**config.mk**
```make
export PLATFORM = sky130hd
export DESIGN_NAME = irq_entry_seq
export DESIGN_NICKNAME = d
export VERILOG_FILES = /design/src/rtl/irq_entry_pkg.sv /design/src/rtl/irq_boundary_check.sv /design/src/rtl/irq_status_regs.sv /design/src/rtl/irq_entry_fsm.sv /design/src/rtl/irq_entry_seq.sv
export SDC_FILE = /design/constraint.sdc
export NUM_CORES = 1
export LEC_CHECK = 0
export ABC_AREA = 1
export BUFFER_PORTS_ARGS = -buffer_cell sky130_fd_sc_hd__buf_4
export CAP_MARGIN = 20
export CORE_MARGIN = 4
export CORE_UTILIZATION = 40
export CTS_BUF_LIST = sky130_fd_sc_hd__clkbuf_8
export CTS_CLUSTER_DIAMETER = 150
export CTS_CLUSTER_SIZE = 28
export DETAILED_ROUTE_END_ITERATION = 8
export HOLD_SLACK_MARGIN = 0.12
export PLACE_DENSITY = 0.72
export SYNTH_ARGS = -nofsm -noshare
export SYNTH_HDL_FRONTEND = slang
export SYNTH_HIERARCHICAL = 1
export SYNTH_SLANG_ARGS = --single-unit
```
**constraint.sdc**
```tcl
create_clock -name clk -period 1.9 [get_ports clk]
set_input_delay 0.095 -clock clk [delete_from_list [all_inputs] [get_ports clk]]
set_output_delay 0.095 -clock clk [all_outputs]
set_load 0.02 [all_outputs]
```
**src/rtl/irq_entry_pkg.sv**
```systemverilog
package irq_entry_pkg;

    typedef enum logic [1:0] {
        S_RUN    = 2'd0,
        S_ENTER  = 2'd1,
        S_RETURN = 2'd2
    } seq_state_e;

    typedef struct packed {
        logic sm;
        logic ie;
        logic c;
    } psw_bits_t;

endpackage

```
**src/rtl/irq_boundary_check.sv**
```systemverilog
module irq_boundary_check (
    input  logic retire_valid,
    input  logic half_sel,
    input  logic is32,
    input  logic taken_branch,
    output logic break_ok
);
    // A break is word aligned after a full-width instruction or after a
    // halfword that fills the second half of a word. A taken halfword
    // branch also qualifies.
    always_comb begin
        break_ok = retire_valid && (is32 || half_sel || taken_branch);
    end
endmodule

```
**src/rtl/irq_status_regs.sv**
```systemverilog
module irq_status_regs
    import irq_entry_pkg::*;
#(
    parameter int ADDR_W     = 32,
    parameter int ALIGN_BITS = 2
) (
    input  logic              clk,
    input  logic              rst_n,
    input  logic              do_entry,
    input  logic              do_return,
    input  logic              wr_en,
    input  psw_bits_t         wr_data,
    input  logic [ADDR_W-1:0] save_pc,
    output psw_bits_t         cur,
    output psw_bits_t         bak,
    output logic [ADDR_W-1:0] bpc
);
    localparam logic [ALIGN_BITS-1:0] ALIGN_ZERO = '0;

    always_ff @(posedge clk or negedge rst_n) begin
        if (!rst_n) begin
            cur <= '0;
            bak <= '0;
            bpc <= '0;
        end else if (do_entry) begin
            bak <= cur;
            cur <= '0;
            bpc <= {save_pc[ADDR_W-1:ALIGN_BITS], ALIGN_ZERO};
        end else if (do_return) begin
            cur <= bak;
        end else if (wr_en) begin
            cur <= wr_data;
        end
    end
endmodule

```
**src/rtl/irq_entry_fsm.sv**
```systemverilog
module irq_entry_fsm
    import irq_entry_pkg::*;
#(
    parameter int                ADDR_W     = 32,
    parameter logic [ADDR_W-1:0] VEC_NORMAL = 32'h0000_0080,
    parameter logic [ADDR_W-1:0] VEC_FLASH  = 32'h0080_4000
) (
    input  logic              clk,
    input  logic              rst_n,
    input  logic              break_ok,
    input  logic              irq_req,
    input  logic              ie,
    input  logic              rte_strobe,
    input  logic              flash_mode,
    input  logic [ADDR_W-1:0] bpc,
    output logic              do_entry,
    output logic              do_return,
    output logic              redirect_valid,
    output logic [ADDR_W-1:0] redirect_target,
    output logic              irq_ack
);
    seq_state_e        state_q, state_d;
    logic [ADDR_W-1:0] target_q, target_d;

    // Transition decisions (accept / return) taken only while running.
    always_comb begin
        do_return = (state_q == S_RUN) && rte_strobe;
        do_entry  = (state_q == S_RUN) && !rte_strobe && break_ok && irq_req && ie;
    end

    // Next state and latched target.
    always_comb begin
        state_d  = state_q;
        target_d = target_q;
        unique case (state_q)
            S_RUN: begin
                if (do_return) begin
                    state_d  = S_RETURN;
                    target_d = bpc;
                end else if (do_entry) begin
                    state_d  = S_ENTER;
                    target_d = flash_mode ? VEC_FLASH : VEC_NORMAL;
                end
            end
            S_ENTER:  state_d = S_RUN;
            S_RETURN: state_d = S_RUN;
            default:  state_d = S_RUN;
        endcase
    end

    // State register.
    always_ff @(posedge clk or negedge rst_n) begin
        if (!rst_n) begin
            state_q  <= S_RUN;
            target_q <= '0;
        end else begin
            state_q  <= state_d;
            target_q <= target_d;
        end
    end

    // Outputs by state.
    always_comb begin
        redirect_valid  = 1'b0;
        irq_ack         = 1'b0;
        redirect_target = target_q;
        unique case (state_q)
            S_RUN: ;
            S_ENTER: begin
                redirect_valid = 1'b1;
                irq_ack        = 1'b1;
            end
            S_RETURN: redirect_valid = 1'b1;
            default: ;
        endcase
    end
endmodule

```
**src/rtl/irq_entry_seq.sv**
```systemverilog
module irq_entry_seq
    import irq_entry_pkg::*;
#(
    parameter int                ADDR_W     = 32,
    parameter logic [ADDR_W-1:0] VEC_NORMAL = 32'h0000_0080,
    parameter logic [ADDR_W-1:0] VEC_FLASH  = 32'h0080_4000
) (
    input  logic              clk,
    input  logic              rst_n,
    input  logic              retire_valid,
    input  logic [ADDR_W-1:0] retire_addr,
    input  logic              retire_is32,
    input  logic              retire_branch,
    input  logic [ADDR_W-1:0] retire_next_pc,
    input  logic              irq_req,
    input  logic              flash_mode,
    input  logic              rte_strobe,
    input  logic              psw_wr_en,
    input  logic [2:0]        psw_wr_data,
    output logic              redirect_valid,
    output logic [ADDR_W-1:0] redirect_target,
    output logic              irq_ack,
    output logic              status_sm,
    output logic              status_ie,
    output logic              status_c,
    output logic              bak_sm,
    output logic              bak_ie,
    output logic              bak_c,
    output logic [ADDR_W-1:0] bpc
);
    localparam int ALIGN_BITS = 2;

    logic      break_ok, do_entry, do_return;
    psw_bits_t cur, bak, wr_bits;

    logic unused_addr_bits;
    assign unused_addr_bits = ^{retire_addr[ADDR_W-1:ALIGN_BITS], retire_addr[0]};

    assign wr_bits = '{sm: psw_wr_data[2], ie: psw_wr_data[1], c: psw_wr_data[0]};

    irq_boundary_check u_bound (
        .retire_valid (retire_valid),
        .half_sel     (retire_addr[1]),
        .is32         (retire_is32),
        .taken_branch (retire_branch),
        .break_ok     (break_ok)
    );

    irq_entry_fsm #(
        .ADDR_W     (ADDR_W),
        .VEC_NORMAL (VEC_NORMAL),
        .VEC_FLASH  (VEC_FLASH)
    ) u_fsm (
        .clk             (clk),
        .rst_n           (rst_n),
        .break_ok        (break_ok),
        .irq_req         (irq_req),
        .ie              (cur.ie),
        .rte_strobe      (rte_strobe),
        .flash_mode      (flash_mode),
        .bpc             (bpc),
        .do_entry        (do_entry),
        .do_return       (do_return),
        .redirect_valid  (redirect_valid),
        .redirect_target (redirect_target),
        .irq_ack         (irq_ack)
    );

    irq_status_regs #(
        .ADDR_W     (ADDR_W),
        .ALIGN_BITS (ALIGN_BITS)
    ) u_regs (
        .clk       (clk),
        .rst_n     (rst_n),
        .do_entry  (do_entry),
        .do_return (do_return),
        .wr_en     (psw_wr_en),
        .wr_data   (wr_bits),
        .save_pc   (retire_next_pc),
        .cur       (cur),
        .bak       (bak),
        .bpc       (bpc)
    );

    assign status_sm = cur.sm;
    assign status_ie = cur.ie;
    assign status_c  = cur.c;
    assign bak_sm    = bak.sm;
    assign bak_ie    = bak.ie;
    assign bak_c     = bak.c;
endmodule

```
==> metrics.csv, run 1 <==
stage;metric;value;unit
clocking;clock_path_buffers;2;
routing;drt_iter0_drc;104;
yosys;synth-edff-count;0;
placement;place_inst;533;
finish;diodes;0;
pwr;power_density;1570;mW/mm2
placement;gp_congestion;0.742;
yosys;synth.area.top_cells;dfrtp_1 (61%), nand2_1 (28%), buf_6 (3.9%), nand3_1 (1.9%), buf_4 (1.6%);
yosys;ys_warn_count;6;
pwr;power_leakage;2.47;nW
critical_path;path_class;reg2reg;
sta;fin_crit;1.62;ns
routing;drc;0;
yosys;syn_area;0.00288;mm2
sta;tns;0;ns
sta;max_freq;0.617;GHz
clocking;cts_setup_buffers;0;
floorplanning;dieArea;0.00863;mm2
sta;slew_violations;0;
clocking;clk_pin_slew_worst_paths;0.07;ns
global_routing;grt_usage;0.180;
yosys;async_reset_ff_frac;1.00;
routing;ant_nets;0;
yosys;synthFlopType;dfrtp_1;
critical_path;crit_fanout;36;
critical_path;end_kind;flop;
min_path;hold_path_end;u_fsm/state_q[0];
sta;hold_viol_final;0;
placement;placed_area;0.00377;mm2
clocking;cts_sinks;70;
sta;setup_viol;0;
yosys;synth_common_cells;nand2_1 (214), dfrtp_1 (70), nand3_1 (11), buf_6 (10), inv_1 (7);
clocking;clock_latency;0.33;ns
routing;first_pass_iters;4;
floorplanning;io_pins;148;
global_routing;grt_pass1_vias;2631;
global_routing;overflow;0;
finish;fin_util;0.627;
floorplanning;die_w;92.9;um
critical_path;startpoint_type;flop;
min_path;min-delay-start;irq_req;
job;max_cap_viol_count;0;
sta;rsz0062_at_grt;false;
clocking;cts_tree;built;
sta;worst_slew_pin_slew;0.621;ns
critical_path;critPathSlowestCell;dfrtp_1;
finish;final_cell_area;0.00433;mm2
sta;maxSlewHeadroom;0.586;
critical_path;r2r_start;u_fsm/state_q[0];
global_routing;grt_max_degree;50;
critical_path;critPathTopFamily;simple AND/OR/NAND/NOR gates;
yosys;synth_cells;332;
clocking;htreeDepth;3;
floorplanning;rows;30;
finish;drive_gt1_frac;0.290;
critical_path;reg2reg_depth;7;
routing;totalWireLength;7.65;mm
floorplanning;start_util;0.418;
placement;place_ws;0.316;ns
clocking;clockRootBuffer;clkbuf_8;
yosys;synth_top_area_frac;0.607;
clocking;cts_inserted_buffers;9;
floorplanning;die_height;92.9;um
finish;fill_cells;628;
yosys;yosysMostFrequentCell;nand2_1;
finish;instances_no_fill;585;
sta;timing.final.ws_setup;0.280;ns
clocking;post_cts_resized;0;
critical_path;critical_path_required;2.11;ns
sta;finalCritPeriodShare;0.852;
placement;place.port_buffers;112;
global_routing;antenna_found_initial;0;
yosys;yosysTopAreaCell;dfrtp_1;
sta;hold_slack;0.227;ns
finish;syn2layout_area_growth;50.2;%
critical_path;reg2reg_to;u_regs/cur[1];
pwr;vdd_drop_max;0.959;mV
yosys;yosysUniqueCellTypes;14;
yosys;ys_seq_area_frac;0.607;
yosys;syn_avg_cell_area;8.69;um2
routing;post_drt_via_cell_ratio;4.45;
critical_path;cp_cell_sequence;inv_1 -> ha_1 -> nand2_1 -> nor2_4 -> inv_6 -> nand3_1 -> nand2_1;
min_path;holdPathStages;3;
critical_path;r2r_slack;0.28;ns
placement;post-dp-hpwl;5.03;mm
routing;dr_total_vias;2604;
critical_path;cp_slowest_stage_delay;0.38;ns
critical_path;path_common_cell;nand2_1;
min_path;hold_class;in2reg;
critical_path;worst-path-buf-inv;2;
floorplanning;core;0.00691;mm2
yosys;yosys_register_bits;70;
routing;wl_per_cell;13.1;um
global_routing;grt_pass1_wl;12.3;mm
finish;nets;563;
critical_path;crit_arrival;1.83;ns
pwr;finalPower;6.80;mW
run_status;outcome;finished, final reports clean;
sta;fin_skew;0.00980;ns
layout make-up:
| class | count | area [um2] | area share |
|---|---|---|---|
| Multi-Input combinational cell | 238 | 947 | 0.219 |
| Tap cell | 96 | 120 | 0.0277 |
| Timing Repair Buffer | 157 | 1280 | 0.296 |
| Clock inverter | 5 | 51.3 | 0.0118 |
| Inverter | 9 | 38.8 | 0.00896 |
| Sequential cell | 70 | 1750 | 0.405 |
| Clock buffer | 10 | 138 | 0.0318 |
cell usage in the layout (no fill, tap or decap), drive strengths merged:
| cell | instances |
|---|---|
| nand2 | 217 |
| buf | 120 |
| dfrtp | 70 |
| dlygate4sd3 | 37 |
| nand3 | 11 |
| clkbuf | 10 |
| inv | 10 |
| nor2 | 4 |
| clkinv | 2 |
| a21oi | 2 |
| ha | 2 |
| conb | 2 |
| clkinvlp | 1 |
| bufinv | 1 |
how the worst max path moves through the flow:
stage	start	to	slack (ns)	cells past startpoint
global route	u_fsm/state_q[0]	u_regs/cur[1]	0.16	10
detailed placement	u_fsm/state_q[0]	u_regs/cur[0]	0.32	7
CTS	u_fsm/state_q[0]	u_regs/cur[2]	0.30	7
global placement	u_fsm/state_q[0]	u_regs/cur[2]	0.35	7
finish	u_fsm/state_q[0]	u_regs/cur[1]	0.28	7
floorplan	u_fsm/state_q[0]	u_regs/cur[1]	0.46	10
worst register-to-register path: cells and delay by family (launching register included):
family                     cells  cell delay, ns
adders and majority gates      1            0.18
buffers and inverters          2            0.28
DFF                            1            0.38
and+or+nand+nor                4            0.68
cells by family (layout without fill, tap and decap cells):
kind of cell	after synthesis	count (layout)	synth area share
buffers and inverters	25	181	0.0681
flip-flops	70	70	0.607
AO/OA/AOI/OAI	2	2	0.00347
other	1	2	0.00130
AND/OR/NAND/NOR	232	232	0.311
adder cells (fa/ha/maj)	2	2	0.00868
registers in the layout, summed over array words and instances, names as in the netlist:
register / cells
u_fsm/redirect_target: 32
u_regs/cur: 3
u_regs/bpc: 30
u_fsm/state_q: 2
u_regs/bak: 3
power by group:
part           switching (mW)  internal [mW]  leakage (nW)  total, mW
combinational            1.77           1.27          1.46       3.04
clock                   0.520          0.626        0.0993       1.15
sequential              0.461           2.15         0.906       2.61
layer usage:
metal | GRT usage | vias up | routed length, um
li1 | - | 1301 | -
met1 | 0.213 | 1201 | 3090
met3 | 0.0439 | 13 | 528
met4 | 0.0757 | 0 | 137
met2 | 0.312 | 89 | 3900
met5 | 0 | - | 0
timing repair:
action	CTS	global route
setup endpoints to repair	0	0
hold buffers	37	0
endpoints found under the hold margin	84	0
Note: power is estimated with default switching activity, not from simulation.
==> run 2, diff against run 1 <==
--- a/config.mk
+++ b/config.mk
@@ -8,7 +8,7 @@
 export ABC_AREA = 1
 export BUFFER_PORTS_ARGS = -buffer_cell sky130_fd_sc_hd__buf_4
 export CAP_MARGIN = 20
-export CORE_MARGIN = 4
+export CORE_MARGIN = 2
 export CORE_UTILIZATION = 40
 export CTS_BUF_LIST = sky130_fd_sc_hd__clkbuf_8
 export CTS_CLUSTER_DIAMETER = 150
==> run 2 against run 1 <==
Compared with the run above:
- register-to-register slack barely moved
- routed wire length down 6.0%
- critical path depth up 1
- fmax fell by 0.84%
- via count is 1.9% lower
- critical path type unchanged
- highest routed layer unchanged
==> metrics.csv, run 2 (synthesis gave the netlist of run 1 again) <==
stage;metric;value;unit;change
global_routing;antenna_found_initial;0;;unchanged
finish;layout_commonest_cell;nand2_1;;
floorplanning;die_height;88.9;um;-4.3%
pwr;power_leakage;2.49;nW;+0.90%
critical_path;startpoint;u_fsm/state_q[0];;
sta;fin_skew;0.00918;ns;-0.000622 ns
finish;most-common-layout-cells;nand2_1 (214), buf_4 (119), dfrtp_1 (70), dlygate4sd3_1 (37), nand3_1 (11);;
placement;placed_area;0.00379;mm2;+0.53%
critical_path;crit_arrival;1.86;ns;+0.03 ns
pwr;vdd_drop_max;0.732;mV;-24%
critical_path;end_kind;flop;;
routing;ant_nets;0;;unchanged
sta;slew_violations;0;;unchanged
critical_path;path_class;reg2reg;;
floorplanning;dieArea;0.00790;mm2;-8.4%
floorplanning;rows;30;;unchanged
clocking;clock_latency;0.33;ns;about the same
floorplanning;start_util;0.420;;+0.00228
sta;timing.final.ws_setup;0.267;ns;-0.0137 ns
routing;totalWireLength;7.19;mm;-6.0%
placement;post-dp-hpwl;4.85;mm;-3.6%
clocking;cts_inserted_buffers;9;;unchanged
clocking;clockRootBuffer;clkbuf_8;;
critical_path;crit_fanout;9;;-75%
sta;setup_viol;0;;unchanged
job;max_cap_viol_count;0;;unchanged
floorplanning;io_pins;148;;unchanged
floorplanning;core;0.00687;mm2;-0.54%
pwr;power_density;1590;mW/mm2;+1.4%
routing;dr_total_vias;2554;;-1.9%
critical_path;critPathTopFamily;simple AND/OR/NAND/NOR gates;;
clocking;htreeDepth;3;;unchanged
sta;hold_viol_final;0;;unchanged
global_routing;grt_pass1_vias;2505;;-4.8%
sta;tns;0;ns;unchanged
sta;max_freq;0.612;GHz;-0.84%
clocking;ctsHoldBuffers;37;;unchanged
placement;place_ws;0.280;ns;-0.0363 ns
finish;drive_gt1_frac;0.295;;+0.00493
clocking;clock_path_buffers;2;;unchanged
clocking;cts_tree;built;;
critical_path;critPathSlowestCell;dfrtp_1;;
critical_path;worst-path-buf-inv;2;;unchanged
critical_path;reg2reg_depth;8;;+1
critical_path;cp.depth;8;;+1
sta;fin_crit;1.63;ns;+0.0137 ns
global_routing;grt_usage;0.190;;+0.00932
placement;gp_congestion;0.751;;+1.1%
routing;drc;0;;unchanged
clocking;post_cts_resized;0;;unchanged
critical_path;cp_cell_sequence;inv_1 -> ha_1 -> nand2_1 -> nor2_4 -> buf_4 -> nor2_2 -> nand2_1 -> nand2_1;;
finish;diodes;0;;unchanged
floorplanning;die_w;88.9;um;-4.3%
global_routing;overflow;0;;unchanged
critical_path;cp_slowest_stage_delay;0.39;ns;about the same
sta;rsz0062_at_grt;false;;
min_path;hold_class;in2async;;
routing;drt_iter0_drc;73;;-30%
critical_path;critical_path_required;2.12;ns;about the same
finish;fill_cells;600;;-4.5%
routing;wl_per_cell;12.3;um;-6.3%
routing;first_pass_iters;4;;unchanged
global_routing;grt_max_degree;38;;-24%
finish;final_cell_area;0.00438;mm2;+1.2%
clocking;cts_sinks;70;;unchanged
finish;largest_reg_flops;32;;unchanged
run_status;outcome;finished, final reports clean;;
finish;nets;564;;+0.18%
clocking;clk_pin_slew_worst_paths;0.08;ns;about the same
finish;syn2layout_area_growth;52.0;%;
placement;place.port_buffers;112;;unchanged
sta;finalCritPeriodShare;0.860;;+0.00723
clocking;cts_setup_buffers;0;;unchanged
critical_path;startpoint_type;flop;;
routing;post_drt_via_cell_ratio;4.35;;-2.3%
global_routing;grt_pass1_wl;11.6;mm;-5.7%
critical_path;path_common_cell;nand2_1;;
critical_path;r2r_start;u_fsm/state_q[0];;
## run 2: worst register-to-register path: cells and delay by family (launching register included)
family | cells | cell delay (ns)
AND/OR/NAND/NOR | 5 | 0.56
flip-flops | 1 | 0.39
buffers and inverters | 2 | 0.30
adder cells (fa/ha/maj) | 1 | 0.29
## run 2: stage by stage
step,hold WS (ns),power (mW),utilization,std cells
floorplan,-0.201,4.25,-,333
global placement,0.0702,5.57,0.552,534
detailed placement,0.0750,5.65,0.552,534
CTS,0.232,7.05,0.638,587
global route,0.268,7.44,0.638,587
finish,0.246,6.98,0.638,587
## run 2: final cells by class
cell class,count,area (um2),share of cell area
Inverter,9,38.8,0.00885
Clock inverter,6,85.1,0.0194
Timing Repair Buffer,158,1300,0.297
Sequential cell,70,1750,0.400
Tap cell,96,120,0.0274
Multi-Input combinational cell,238,947,0.216
Clock buffer,10,138,0.0314
## run 2: power breakdown
group | total, mW | internal [mW] | switching [mW]
registers | 2.60 | 2.15 | 0.455
logic | 3.06 | 1.29 | 1.76
clock network | 1.32 | 0.770 | 0.546
## run 2: path summary, 6_finish.rpt
path,slack (ns),end
min in group clk,0.25,u_fsm/state_q[0]
min,0.25,u_fsm/redirect_target[28]
max reg2reg,0.27,u_regs/cur[2]
min reg2reg,0.47,u_fsm/redirect_target[23]
max in group asynchronous,1.10,u_fsm/redirect_target[1]
max,0.27,u_regs/cur[2]
## run 2: per-layer routing
metal	track usage	vias to the layer above	part of all wire
met2	0.319	64	0.51
met5	0	-	0
met3	0.0434	6	0.050
li1	-	1302	-
met1	0.242	1182	0.44
met4	0.0647	0	0.0086
==> run 3, diff against run 2 <==
--- a/config.mk
+++ b/config.mk
@@ -8,14 +8,16 @@
 export ABC_AREA = 1
 export BUFFER_PORTS_ARGS = -buffer_cell sky130_fd_sc_hd__buf_4
 export CAP_MARGIN = 20
+export CELL_PAD_IN_SITES_DETAIL_PLACEMENT = 1
+export CELL_PAD_IN_SITES_GLOBAL_PLACEMENT = 1
 export CORE_MARGIN = 2
-export CORE_UTILIZATION = 40
+export CORE_UTILIZATION = 30
 export CTS_BUF_LIST = sky130_fd_sc_hd__clkbuf_8
 export CTS_CLUSTER_DIAMETER = 150
 export CTS_CLUSTER_SIZE = 28
 export DETAILED_ROUTE_END_ITERATION = 8
 export HOLD_SLACK_MARGIN = 0.12
-export PLACE_DENSITY = 0.72
+export PLACE_DENSITY_LB_ADDON = 0.1
 export SYNTH_ARGS = -nofsm -noshare
 export SYNTH_HDL_FRONTEND = slang
 export SYNTH_HIERARCHICAL = 1
==> constraint.sdc (replaced) <==
create_clock -name clk -period 1.5 [get_ports clk]
set_input_delay 0.075 -clock clk [delete_from_list [all_inputs] [get_ports clk]]
set_output_delay 0.075 -clock clk [all_outputs]
set_load 0.02 [all_outputs]
==> run 3 against run 2 <==
Compared with the run above:
- first-iteration DRC count is 48% lower
- clock skew fell by 0.00084 ns
- power up 32%
- critical path type unchanged
==> metrics.csv, run 3 (synthesis gave the netlist of run 1 again) <==
stage;metric;value;unit;change
pwr;finalPower;9.24;mW;+32%
sta;hold_slack;0.140;ns;-0.106 ns
floorplanning;core;0.00928;mm2;+35%
finish;fin_util;0.497;;-0.142
sta;max_freq;0.696;GHz;+14%
pwr;power_density;2000;mW/mm2;+26%
routing;wl_per_cell;12.9;um;+5.5%
critical_path;critical_path_required;1.72;ns;-0.40 ns
finish;nets;573;;+1.6%
routing;drt_iter0_drc;38;;-48%
pwr;switching_share;0.389;;-0.00766
routing;wl_met1;3.47;mm;+11%
run_status;outcome;finished, final reports clean;;
critical_path;crit_arrival;1.66;ns;-0.20 ns
placement;post-dp-hpwl;5.51;mm;+14%
routing;route.met3.wl;419;um;+18%
sta;rsz0062_at_grt;true;;
sta;fin_crit;1.44;ns;-0.198 ns
finish;syn2layout_area_growth;59.9;%;
placement;gp_congestion;0.761;;+1.4%
clocking;clk_pin_slew_worst_paths;0.07;ns;about the same
clocking;clock_latency;0.33;ns;about the same
clocking;cts_sinks;70;;unchanged
pwr;vdd_drop_max;0.824;mV;+13%
sta;setup_viol;0;;unchanged
finish;fill_cells;1112;;+85%
clocking;htreeDepth;3;;unchanged
sta;fin_skew;0.00834;ns;-0.000840 ns
critical_path;startpoint_type;flop;;
sta;hold_viol_final;0;;unchanged
routing;first_pass_iters;4;;unchanged
routing;dr_total_vias;2656;;+4.0%
floorplanning;rows;35;;+17%
pwr;switching_power;3.59;mW;+30%
sta;slew_violations;0;;unchanged
routing;totalWireLength;8.13;mm;+13%
pwr;p_comb_frac;0.442;;+0.004
clocking;clockRootBuffer;clkbuf_8;;
finish;most-common-layout-cells;nand2_1 (211), buf_4 (122), dfrtp_1 (70), dlygate4sd3_1 (36), nand3_1 (11);;
routing;highest_layer;met4;;
finish;layout_commonest_cell;nand2_1;;
floorplanning;die_height;102;um;+15%
floorplanning;start_util;0.311;;-0.109
global_routing;grt_pass1_wl;13.5;mm;+17%
job;max_cap_viol_count;0;;unchanged
finish;largest_reg_flops;32;;unchanged
placement;place.port_buffers;112;;unchanged
floorplanning;dieArea;0.0104;mm2;+32%
pwr;intPower;5.65;mW;+34%
routing;post_drt_via_cell_ratio;4.22;;-3.0%
pwr;p_clk_frac;0.201;;+0.012
sta;timing.final.ws_setup;0.0642;ns;-0.202 ns
critical_path;crit_fanout;7;;-2
min_path;hold_class;in2reg;;
global_routing;overflow;0;;unchanged
clocking;cts_inserted_buffers;9;;unchanged
global_routing;antenna_found_initial;0;;unchanged
routing;ant_nets;0;;unchanged
clocking;clock_path_buffers;2;;unchanged
global_routing;grt_pass1_vias;2752;;+9.9%
floorplanning;die_w;102;um;+15%
finish;diodes;0;;unchanged
pwr;power_leakage;2.57;nW;+3.1%
routing;dr_wl_met2;4.16;mm;+14%
critical_path;end_kind;flop;;
routing;drc;0;;unchanged
sta;finalCritPeriodShare;0.957;;+0.0975
critical_path;path_class;reg2reg;;
placement;place_ws;-0.0311;ns;-0.311 ns
clocking;cts_tree;built;;
finish;drive_gt1_frac;0.322;;+0.0267
sta;tns;0;ns;unchanged
global_routing;grt_max_degree;37;;-2.6%
pwr;p_seq_frac;0.357;;-0.016
floorplanning;io_pins;148;;unchanged
global_routing;grt_usage;0.169;;-0.0211
==> run 3: cell types whose count changed in the layout (fill, tap and decap cells not counted), moves of 2 or more <==
cell	before	now
inv_1	7	5
inv_2	1	3
nand2_1	214	211
buf_4	119	122
buf_6	0	3
buf_12	2	6
clkinv_2	2	0
nand2_2	3	5
==> run 3: area by class of cell <==
class	count	area, um2	area share
flip-flops and latches	70	1750	0.380
repair buffers	167	1430	0.310
multi-input cells	238	977	0.212
well taps	129	161	0.0350
clock buffers	10	138	0.0299
clock inverters	6	110	0.0239
inverters	9	42.5	0.00923
==> run 3: final timing paths <==
check / to / cells past startpoint / slack (ns) / from
max in group asynchronous: u_fsm/redirect_target[10] / 3 / 0.78 / rst_n
min: u_fsm/state_q[0] / 4 / 0.14 / rte_strobe
max: u_regs/cur[2] / 10 / 0.06 / u_fsm/state_q[1]
max reg2reg: u_regs/cur[2] / 10 / 0.06 / u_fsm/state_q[1]
min in group asynchronous: u_fsm/redirect_target[0] / 2 / 0.20 / rst_n
min reg2reg: u_fsm/redirect_target[27] / 2 / 0.47 / u_fsm/redirect_target[27]
==> run 3: critical path, cell delays in order, from the launching register on <==
cell        delay [ns]
dfrtp_1           0.36
inv_2             0.06
ha_4              0.17
buf_6             0.12
nand2_4           0.06
clkinvlp_4        0.18
buf_6             0.18
nand2_2           0.05
nand2_2           0.05
nand2_1           0.06
nand2_1           0.05
==> run 3: per-layer routing <==
layer	vias to the layer above	global-route usage
met5	-	0
met4	0	0.0615
met3	7	0.0356
met2	68	0.291
met1	1263	0.208
li1	1318	-
==> run 3: repair_timing <==
action | 4_1_cts | 5_1_grt
endpoints found under the hold margin | 106 | 0
setup buffers | 1 | 1
setup endpoints to repair | 23 | 67
gates resized for setup | 6 | 7
cloned | 0 | 0
hold buffers | 36 | 0
pin swaps | 0 | 6
==> run 3: power groups by stage <==
stage	logic, mW	clock network, mW	registers [mW]
floorplan	1.13	0	4.26
global placement	3.92	0	3.31
detailed placement	3.98	0	3.34
CTS	4.11	1.93	3.31
global route	4.51	2.00	3.44
finish	4.09	1.86	3.30
==> run 3: through the flow <==
stage                     std cells  instance area, um2
after floorplan                 333                2890
after global routing            629                4610
after CTS                       628                4580
after detailed placement        575                3940
after global placement          575                3940
final                           629                4610
